--- src/rtl/nandrd_pkg.sv ---
// Shared types and constants of the NAND page read sequencer.
// Assumes an 8-bit device bus with two column and two row address bytes.
package nandrd_pkg;
    typedef enum logic [1:0] {BK_CMD, BK_ADDR, BK_RD} bus_kind_t;

    localparam logic [7:0] OP_PAGE_SETUP = 8'h00;
    localparam logic [7:0] OP_PAGE_GO    = 8'h30;
    localparam logic [7:0] OP_JUMP_SETUP = 8'h05;
    localparam logic [7:0] OP_JUMP_GO    = 8'hE0;

    localparam logic [1:0] RC_OK      = 2'd0;
    localparam logic [1:0] RC_REJECT  = 2'd1;
    localparam logic [1:0] RC_TIMEOUT = 2'd2;
endpackage

--- src/rtl/nandrd_strobe.sv ---
// One device bus cycle: a command or address write (WE# pulse) or a data
// read (RE# pulse). The strobe is low for the LO count, then high for the HI
// count. CLE/ALE/data stay valid for the whole cycle, so the byte is stable
// at the rising WE# edge. A read byte is captured in the last low cycle.
// Assumes all widths are at least 1 and start is only given when idle.
module nandrd_strobe
    import nandrd_pkg::*;
#(
    parameter int WE_LO = 2,
    parameter int WE_HI = 2,
    parameter int RE_LO = 2,
    parameter int RE_HI = 2
) (
    input  logic       clk,
    input  logic       rst_n,
    input  logic       start,
    input  bus_kind_t  kind,
    input  logic [7:0] wbyte,
    output logic       done,
    output logic [7:0] rbyte,
    output logic       cle,
    output logic       ale,
    output logic       we_n,
    output logic       re_n,
    output logic [7:0] dq_out,
    output logic       dq_oe,
    input  logic [7:0] dq_in
);
    localparam int MAXW = (WE_LO > WE_HI ? WE_LO : WE_HI) > (RE_LO > RE_HI ? RE_LO : RE_HI)
                        ? (WE_LO > WE_HI ? WE_LO : WE_HI) : (RE_LO > RE_HI ? RE_LO : RE_HI);
    localparam int CW = $clog2(MAXW + 1);
    localparam logic [CW-1:0] WLO_L = CW'(WE_LO - 1);
    localparam logic [CW-1:0] WHI_L = CW'(WE_HI - 1);
    localparam logic [CW-1:0] RLO_L = CW'(RE_LO - 1);
    localparam logic [CW-1:0] RHI_L = CW'(RE_HI - 1);

    logic          act, hi_ph;
    logic [CW-1:0] cnt;
    bus_kind_t     kind_q;
    logic [7:0]    byte_q;
    logic [CW-1:0] lo_lim, hi_lim;

    // Phase limits for the cycle kind in progress.
    always_comb begin
        lo_lim = (kind_q == BK_RD) ? RLO_L : WLO_L;
        hi_lim = (kind_q == BK_RD) ? RHI_L : WHI_L;
    end

    // Phase and count register; latches the request and the read byte.
    always_ff @(posedge clk) begin
        if (!rst_n) begin
            act    <= 1'b0;
            hi_ph  <= 1'b0;
            cnt    <= '0;
            kind_q <= BK_CMD;
            byte_q <= '0;
            rbyte  <= '0;
        end else if (start) begin
            act    <= 1'b1;
            hi_ph  <= 1'b0;
            cnt    <= '0;
            kind_q <= kind;
            byte_q <= wbyte;
        end else if (act) begin
            if (!hi_ph) begin
                if (cnt == lo_lim) begin
                    hi_ph <= 1'b1;
                    cnt   <= '0;
                    if (kind_q == BK_RD) rbyte <= dq_in;
                end else begin
                    cnt <= cnt + 1'b1;
                end
            end else if (cnt == hi_lim) begin
                act <= 1'b0;
            end else begin
                cnt <= cnt + 1'b1;
            end
        end
    end

    // Bus pins decoded from the phase registers.
    always_comb begin
        done   = act && hi_ph && (cnt == hi_lim);
        cle    = act && (kind_q == BK_CMD);
        ale    = act && (kind_q == BK_ADDR);
        we_n   = !(act && !hi_ph && (kind_q != BK_RD));
        re_n   = !(act && !hi_ph && (kind_q == BK_RD));
        dq_oe  = act && (kind_q != BK_RD);
        dq_out = byte_q;
    end

    // A new cycle is only started once the previous one has finished.
    assert_start_idle_R2: assert property (@(posedge clk) disable iff (!rst_n)
        start |-> !act);
endmodule

--- src/rtl/nandrd_busywait.sv ---
// Waits out the array sense after the page confirm command. It first waits
// until ready/busy is seen low or T_WB cycles pass, then waits for ready
// again. If the whole wait reaches TIMEOUT cycles it reports a timeout.
// Assumes T_WB covers the device busy onset plus the 2-flop synchronizer.
module nandrd_busywait #(
    parameter int T_WB    = 8,
    parameter int TIMEOUT = 100000
) (
    input  logic clk,
    input  logic rst_n,
    input  logic start,
    input  logic rb,
    output logic done,
    output logic tout
);
    localparam int WW = $clog2(T_WB + 1);
    localparam int TW = $clog2(TIMEOUT + 1);
    localparam logic [WW-1:0] WB_LAST = WW'(T_WB - 1);
    localparam logic [TW-1:0] TO_LAST = TW'(TIMEOUT - 1);

    typedef enum logic [1:0] {BW_IDLE, BW_LOW, BW_HIGH} bw_st_t;
    bw_st_t        st;
    logic [WW-1:0] wb_cnt;
    logic [TW-1:0] to_cnt;
    logic          rb_s1, rb_s2;

    // Bring the asynchronous ready/busy line into the clock domain.
    always_ff @(posedge clk) begin
        if (!rst_n) begin
            rb_s1 <= 1'b1;
            rb_s2 <= 1'b1;
        end else begin
            rb_s1 <= rb;
            rb_s2 <= rb_s1;
        end
    end

    // Completion and timeout pulses.
    always_comb begin
        done = (st == BW_HIGH) && rb_s2;
        tout = (st != BW_IDLE) && (to_cnt == TO_LAST) && !done;
    end

    // Wait phases with the busy-onset and timeout counters.
    always_ff @(posedge clk) begin
        if (!rst_n) begin
            st     <= BW_IDLE;
            wb_cnt <= '0;
            to_cnt <= '0;
        end else if (start) begin
            st     <= BW_LOW;
            wb_cnt <= '0;
            to_cnt <= '0;
        end else if (st != BW_IDLE) begin
            to_cnt <= to_cnt + 1'b1;
            if (done || tout) begin
                st <= BW_IDLE;
            end else if (st == BW_LOW) begin
                if (!rb_s2 || wb_cnt == WB_LAST) st <= BW_HIGH;
                else wb_cnt <= wb_cnt + 1'b1;
            end
        end
    end

    // A wait is only started when none is running.
    assert_wait_start_idle_R3: assert property (@(posedge clk) disable iff (!rst_n)
        start |-> st == BW_IDLE);
endmodule

--- src/rtl/nand_page_reader.sv ---
// Top of the NAND page read sequencer. It accepts a request, rejects bad
// columns and jumps with no loaded page, and steps through the command and
// address cycles. After a full read it waits for the sense, then reads
// bytes one strobe at a time into a valid/ready stream and ends with one
// response. Assumes ROW_W <= 16 and a column that fits two address bytes.
module nand_page_reader
    import nandrd_pkg::*;
#(
    parameter int PAGE_BYTES = 2112,
    parameter int ROW_W      = 16,
    parameter int WE_LO      = 2,
    parameter int WE_HI      = 2,
    parameter int RE_LO      = 2,
    parameter int RE_HI      = 2,
    parameter int T_WB       = 8,
    parameter int TIMEOUT    = 100000,
    localparam int COL_W     = $clog2(PAGE_BYTES),
    localparam int LEN_W     = $clog2(PAGE_BYTES + 1)
) (
    input  logic             clk,
    input  logic             rst_n,
    input  logic             req_valid,
    output logic             req_ready,
    input  logic             req_jump,
    input  logic [ROW_W-1:0] req_row,
    input  logic [COL_W-1:0] req_col,
    input  logic [LEN_W-1:0] req_len,
    output logic             out_valid,
    input  logic             out_ready,
    output logic [7:0]       out_data,
    output logic             out_last,
    output logic             resp_valid,
    output logic [1:0]       resp_code,
    output logic             nand_cle,
    output logic             nand_ale,
    output logic             nand_we_n,
    output logic             nand_re_n,
    output logic [7:0]       nand_dq_out,
    output logic             nand_dq_oe,
    input  logic [7:0]       nand_dq_in,
    input  logic             nand_rb
);
    localparam logic [COL_W:0] COL_LIM = (COL_W + 1)'(PAGE_BYTES);

    typedef enum logic [2:0] {S_IDLE, S_BUS, S_WAIT, S_DATA, S_OUT, S_RESP} seq_st_t;
    seq_st_t          st;
    logic             jump_q, launched, loaded;
    logic [ROW_W-1:0] row_q;
    logic [COL_W-1:0] col_q;
    logic [LEN_W-1:0] left_q;
    logic [2:0]       step;
    logic [1:0]       code_q;
    logic [7:0]       byte_q;

    logic             stb_start, stb_done, bw_start, bw_done, bw_tout;
    bus_kind_t        stb_kind;
    logic [7:0]       stb_wbyte, stb_rbyte;
    logic [15:0]      col_pad, row_pad;
    logic [2:0]       last_step;

    // Selects the kind and byte of the current bus step.
    always_comb begin
        col_pad   = 16'(col_q);
        row_pad   = 16'(row_q);
        last_step = jump_q ? 3'd3 : 3'd5;
        stb_kind  = BK_ADDR;
        stb_wbyte = 8'h00;
        if (st == S_DATA) begin
            stb_kind = BK_RD;
        end else begin
            case (step)
                3'd0: begin stb_kind = BK_CMD; stb_wbyte = jump_q ? OP_JUMP_SETUP : OP_PAGE_SETUP; end
                3'd1: stb_wbyte = col_pad[7:0];
                3'd2: stb_wbyte = col_pad[15:8];
                3'd3: if (jump_q) begin stb_kind = BK_CMD; stb_wbyte = OP_JUMP_GO; end
                      else stb_wbyte = row_pad[7:0];
                3'd4: stb_wbyte = row_pad[15:8];
                default: begin stb_kind = BK_CMD; stb_wbyte = OP_PAGE_GO; end
            endcase
        end
        stb_start = (st == S_BUS || st == S_DATA) && !launched;
        bw_start  = (st == S_WAIT) && !launched;
    end

    // Request sequencing state machine.
    always_ff @(posedge clk) begin
        if (!rst_n) begin
            st <= S_IDLE; jump_q <= 1'b0; launched <= 1'b0; loaded <= 1'b0;
            row_q <= '0; col_q <= '0; left_q <= '0; step <= '0;
            code_q <= RC_OK; byte_q <= '0;
        end else begin
            case (st)
                S_IDLE: if (req_valid) begin
                    jump_q <= req_jump; row_q <= req_row; col_q <= req_col;
                    left_q <= req_len; step <= '0; launched <= 1'b0;
                    if ({1'b0, req_col} >= COL_LIM || (req_jump && !loaded)) begin
                        code_q <= RC_REJECT; st <= S_RESP;
                    end else begin
                        code_q <= RC_OK; st <= S_BUS;
                    end
                end
                S_BUS: begin
                    if (stb_start) launched <= 1'b1;
                    if (stb_done) begin
                        launched <= 1'b0;
                        if (step == last_step) begin
                            step <= '0;
                            if (!jump_q) st <= S_WAIT;
                            else st <= (left_q == '0) ? S_RESP : S_DATA;
                        end else begin
                            step <= step + 1'b1;
                        end
                    end
                end
                S_WAIT: begin
                    if (bw_start) launched <= 1'b1;
                    if (bw_done) begin
                        launched <= 1'b0; loaded <= 1'b1;
                        st <= (left_q == '0) ? S_RESP : S_DATA;
                    end else if (bw_tout) begin
                        launched <= 1'b0; loaded <= 1'b0;
                        code_q <= RC_TIMEOUT; st <= S_RESP;
                    end
                end
                S_DATA: begin
                    if (stb_start) launched <= 1'b1;
                    if (stb_done) begin
                        launched <= 1'b0; byte_q <= stb_rbyte; st <= S_OUT;
                    end
                end
                S_OUT: if (out_ready) begin
                    left_q <= left_q - 1'b1;
                    st <= (left_q == LEN_W'(1)) ? S_RESP : S_DATA;
                end
                default: st <= S_IDLE;
            endcase
        end
    end

    // Client-facing outputs.
    always_comb begin
        req_ready  = (st == S_IDLE);
        out_valid  = (st == S_OUT);
        out_data   = byte_q;
        out_last   = (st == S_OUT) && (left_q == LEN_W'(1));
        resp_valid = (st == S_RESP);
        resp_code  = code_q;
    end

    nandrd_strobe #(.WE_LO(WE_LO), .WE_HI(WE_HI), .RE_LO(RE_LO), .RE_HI(RE_HI)) u_strobe (
        .clk(clk), .rst_n(rst_n), .start(stb_start), .kind(stb_kind), .wbyte(stb_wbyte),
        .done(stb_done), .rbyte(stb_rbyte), .cle(nand_cle), .ale(nand_ale),
        .we_n(nand_we_n), .re_n(nand_re_n), .dq_out(nand_dq_out), .dq_oe(nand_dq_oe),
        .dq_in(nand_dq_in)
    );

    nandrd_busywait #(.T_WB(T_WB), .TIMEOUT(TIMEOUT)) u_busy (
        .clk(clk), .rst_n(rst_n), .start(bw_start), .rb(nand_rb),
        .done(bw_done), .tout(bw_tout)
    );

    // A byte offered to the consumer stays put until it is taken.
    assert_out_hold_R4: assert property (@(posedge clk) disable iff (!rst_n)
        out_valid && !out_ready |=> out_valid && $stable(out_data));
    // A rejection follows a cycle with no strobe on the bus.
    assert_reject_quiet_R6: assert property (@(posedge clk) disable iff (!rst_n)
        resp_valid && resp_code == RC_REJECT |-> $past(nand_we_n) && $past(nand_re_n));
    // A column jump never enters the busy wait.
    assert_jump_no_wait_R5: assert property (@(posedge clk) disable iff (!rst_n)
        st == S_WAIT |-> !jump_q);
endmodule

--- config.mk ---
export PLATFORM = sky130hd
export DESIGN_NAME = nand_page_reader
export DESIGN_NICKNAME = d
export VERILOG_FILES = /design/src/rtl/nandrd_pkg.sv /design/src/rtl/nandrd_strobe.sv /design/src/rtl/nandrd_busywait.sv /design/src/rtl/nand_page_reader.sv
export SDC_FILE = /design/constraint.sdc
export NUM_CORES = 1
export LEC_CHECK = 0
export ABC_AREA = 1
export CORE_ASPECT_RATIO = 0.75
export CORE_UTILIZATION = 58
export DETAILED_ROUTE_END_ITERATION = 8
export GPL_ROUTABILITY_DRIVEN = 0
export HOLD_SLACK_MARGIN = 0.08
export PLACE_DENSITY = 0.93
export REMOVE_ABC_BUFFERS = 1
export SYNTH_ARGS = -nofsm -noshare
export SYNTH_HDL_FRONTEND = slang
export SYNTH_SLANG_ARGS = --single-unit
--- constraint.sdc ---
create_clock -name clk -period 3.4 [get_ports clk]
set_input_delay 0.85 -clock clk [delete_from_list [all_inputs] [get_ports clk]]
set_output_delay 0.85 -clock clk [all_outputs]
set_load 0.005 [all_outputs]
==> results by group <==
Outcome
  – Outcome: finished, final reports clean

Worst setup path
  – Crit Path Class: flip-flop to primary output
  – Crit-path slowest cell: clkdlybuf4s50_1
  – Crit end category: primary output
  – Reg-to-Reg End: u_strobe.dq_out[0]
  – CP peak stage delay: 0.59 ns
  – R2r startpoint: step[0]
  – Data arrival, critical path: 1.99 ns
  – Crit path max fanout: 18
  – Critical path startpoint category: flip-flop
  – Crit-path cells: inv_4 -> nor2_4 -> clkdlybuf4s50_1
  – R2R depth: 8
  – Flop2flop setup slack: 1.47 ns
  – Critical Path RT: 2.55 ns
  – Critical path startpoint: st[2]

Detailed routing
  – DRT Pass-1 Iters: 4
  – Via count: 5072
  – 1st-iter DRT viols: 393
  – WL per Instance: 14.2 µm
  – Residual DRC: 0
  – DR vias/cell: 5.60
  – Routed WL: 12800 µm
  – Routed Antenna Nets: 0

Clock tree
  – CTS Buf Count: 9
  – Longest Clk Path Bufs: 2
  – Worst-path clk slew: 0.07 ns
  – Root buffer cell: clkbuf_16
  – Setup bufs post-CTS: 0
  – Clock Latency Late Sink: 0.35 ns
  – H-tree depth: 3
  – Clock Sinks: 106
  – Hold_buf cts: 0
  – Post-CTS sizing: 0
  – CTS tree: yes

Worst hold path
  – Hold EP: u_busy.rb_s2
  – Hold_sp: u_busy.rb_s1
  – Hold crit path type: flip-flop to flip-flop
  – Hold Crit Depth: 1

STA
  – Final hold violations: 0
  – RSZ-0062 raised after global routing: no
  – Final worst-path cycle share: 83.4%
  – Final WS setup: 0.565 ns
  – Worst relative slew slack: 66.7%
  – Max Fclk: 0.353 GHz
  – Clk_skew: 0.0101 ns
  – Final Critical Period: 2.84 ns
  – Final setup violating endpoints: 0
  – Worst-Margin Slew: 0.500 ns
  – Setup Total Neg Slack: 0 ns
  – Slew Viols, Final: 0

Floorplanning
  – Core Box Area: 8450 µm²
  – DIE AREA: 9110 µm²
  – Chip width: 110 µm
  – Initial core utilization: 59.9%
  – Ports: 81
  – Row count: 29
  – Chip Height: 82.9 µm

GRT
  – Initial antenna violation count: 0
  – Vias in the first global route: 4696
  – All-Layer GR Usage: 28.9%
  – First-pass GRT wire length: 21100 µm
  – Largest net degree at the start of global routing: 55
  – Grt total ovfl: 0

Finish
  – Final nets: 857
  – Fraction of layout cells with a size suffix above 1: 6.15%
  – N_diodes: 0
  – FILL cells: 631
  – Layout overhead on the synthesized area: 21.9%

Place
  – Pre-CTS setup slack: 0.761 ns
  – Dpl hpwl: 9050 µm
  – Port-buffer cells: 80

Power and ir drop
  – Leakage power: 2.46 nW
  – P per Cell Area: 657 nW/µm²
  – Peak VDD IR: 0.377 mV

Logic synthesis
  – Share of flip-flops with an asynchronous set or reset: 0%
  – Synth Warn #: 0
  – Post-synthesis sequential area ratio: 41.9%
  – Unique masters post-synth: 41
  – Avg Cell Area, Syn: 7.04 µm²
  – Top FF cell, synth: dfxtp_1
  – Post-synthesis cell area: 5060 µm²
  – Post-synth EDFFs: 0
  – Mapped Cells: 719
  – Number of synthesized register bits: 106

Run
  – Max-Cap Viols: 0
==> how the worst max path moves through the flow <==
stage	end	slack [ns]	cells after the start
3_5_place_dp	u_busy.to_cnt[10]	0.76	6
4_1_cts	out_valid	0.59	3
3_3_place_gp	u_busy.to_cnt[6]	0.86	6
5_1_grt	out_valid	0.51	3
2_1_floorplan	left_q[11]	1.44	6
6_report	out_valid	0.56	3
==> area by class of cell <==
cell class | instances | area [µm²] | area share, %
Multi-Input combinational cell | 510 | 2500 | 40.6
Sequential cell | 106 | 2120 | 34.4
Timing Repair Buffer | 83 | 823 | 13.3
Inverter | 83 | 317 | 5.13
Clock buffer | 9 | 225 | 3.65
Tap cell | 108 | 135 | 2.19
Clock inverter | 6 | 47.5 | 0.770
==> per-stage QoR <==
stage / hold slack [ns] / cells / util [%] / total power, mW / instance area, µm²
global route: 0.446 / 905 / 73.0 / 4.29 / 6170
floorplan: 0.393 / 699 / - / 2.58 / 4940
detailed placement: 0.398 / 890 / 69.8 / 3.04 / 5900
finish: 0.414 / 905 / 73.0 / 4.06 / 6170
global placement: 0.402 / 890 / 69.8 / 2.95 / 5900
CTS: 0.413 / 905 / 73.0 / 4.03 / 6170
==> placed cells by master (no fill, tap or decap), drive strengths merged <==
master,count
nand3b,1
a21boi,1
buf,3
dfxtp,106
o21ai,80
o22ai,7
nor3b,1
nor2,99
inv,84
clkdlybuf4s50,80
and2,2
a21oi,70
clkinv,4
xnor2,2
or2,3
nand4,6
ha,10
nor4,1
nand3,46
a221oi,1
a31oi,2
nand2,157
xor2,5
clkbuf,9
nor3,14
a211oi,2
clkinvlp,1
==> worst max-delay path: cells and delay by family, from the launching register on <==
family | cells | cell delay (ns)
buffers and inverters | 2 | 0.69
flip-flops | 1 | 0.58
AND/OR/NAND/NOR | 1 | 0.37
==> where the power goes <==
| group | internal, mW | leakage [nW] | switching (mW) | total, mW |
|---|---|---|---|---|
| logic | 0.515 | 1.46 | 0.953 | 1.47 |
| registers | 1.43 | 0.863 | 0.169 | 1.60 |
| clock network | 0.501 | 0.133 | 0.484 | 0.985 |
| total | 2.45 | 2.46 | 1.61 | 4.06 |
==> logic make-up (layout without fill, tap and decap cells) <==
group	count (synthesis)	in the layout	synth area share, %
AND/OR/NAND/NOR	330	330	28.7
AO/OA/AOI/OAI	163	163	17.1
flip-flops	106	106	41.9
buffers and inverters	103	181	8.62
adder cells (fa/ha/maj)	10	10	2.47
XOR/XNOR	7	7	1.21
==> cell usage after synthesis (3+ instances only) <==
cell / n / area share (%)
a21oi_1: 68 / 6.7
inv_2: 5 / 0.37
o22ai_1: 7 / 0.86
xor2_1: 5 / 0.86
nor3_1: 11 / 1.1
nand2_2: 5 / 0.62
nor2_1: 92 / 6.8
nand4_1: 6 / 0.74
nand2_1: 150 / 11
nor2_4: 4 / 0.89
dfxtp_1: 106 / 42
o21ai_0: 79 / 7.8
nand3_1: 44 / 4.3
nor2_2: 3 / 0.37
inv_1: 74 / 5.5
clkbuf_1: 8 / 0.59
ha_1: 10 / 2.5
buf_4: 7 / 1.0
==> registers in the layout, summed over array words and instances (netlist names) <==
| signal | cells |
|---|---|
| u_strobe.cnt | 2 |
| u_busy.rb_s2 | 1 |
| col_q | 12 |
| loaded | 1 |
| u_busy.to_cnt | 17 |
| u_strobe.rbyte | 8 |
| u_busy.rb_s1 | 1 |
| launched | 1 |
| u_strobe.act | 1 |
| u_strobe.kind_q | 2 |
| step | 3 |
| u_busy.wb_cnt | 4 |
| row_pad | 16 |
| u_strobe.hi_ph | 1 |
| jump_q | 1 |
| u_strobe.dq_out | 8 |
| u_busy.st | 2 |
| left_q | 12 |
| st | 3 |
| out_data | 8 |
| resp_code | 2 |
==> metal layers <==
| metal | global-route usage, % | vias to the layer above | wire length (µm) |
|---|---|---|---|
| li1 | - | 2488 | - |
| met5 | 0 | - | 0 |
| met1 | 37.5 | 2339 | 5490 |
| met3 | 5.65 | 24 | 947 |
| met2 | 48.6 | 221 | 6220 |
| met4 | 8.12 | 0 | 188 |
No activity file was read; power rests on OpenSTA's default activity.
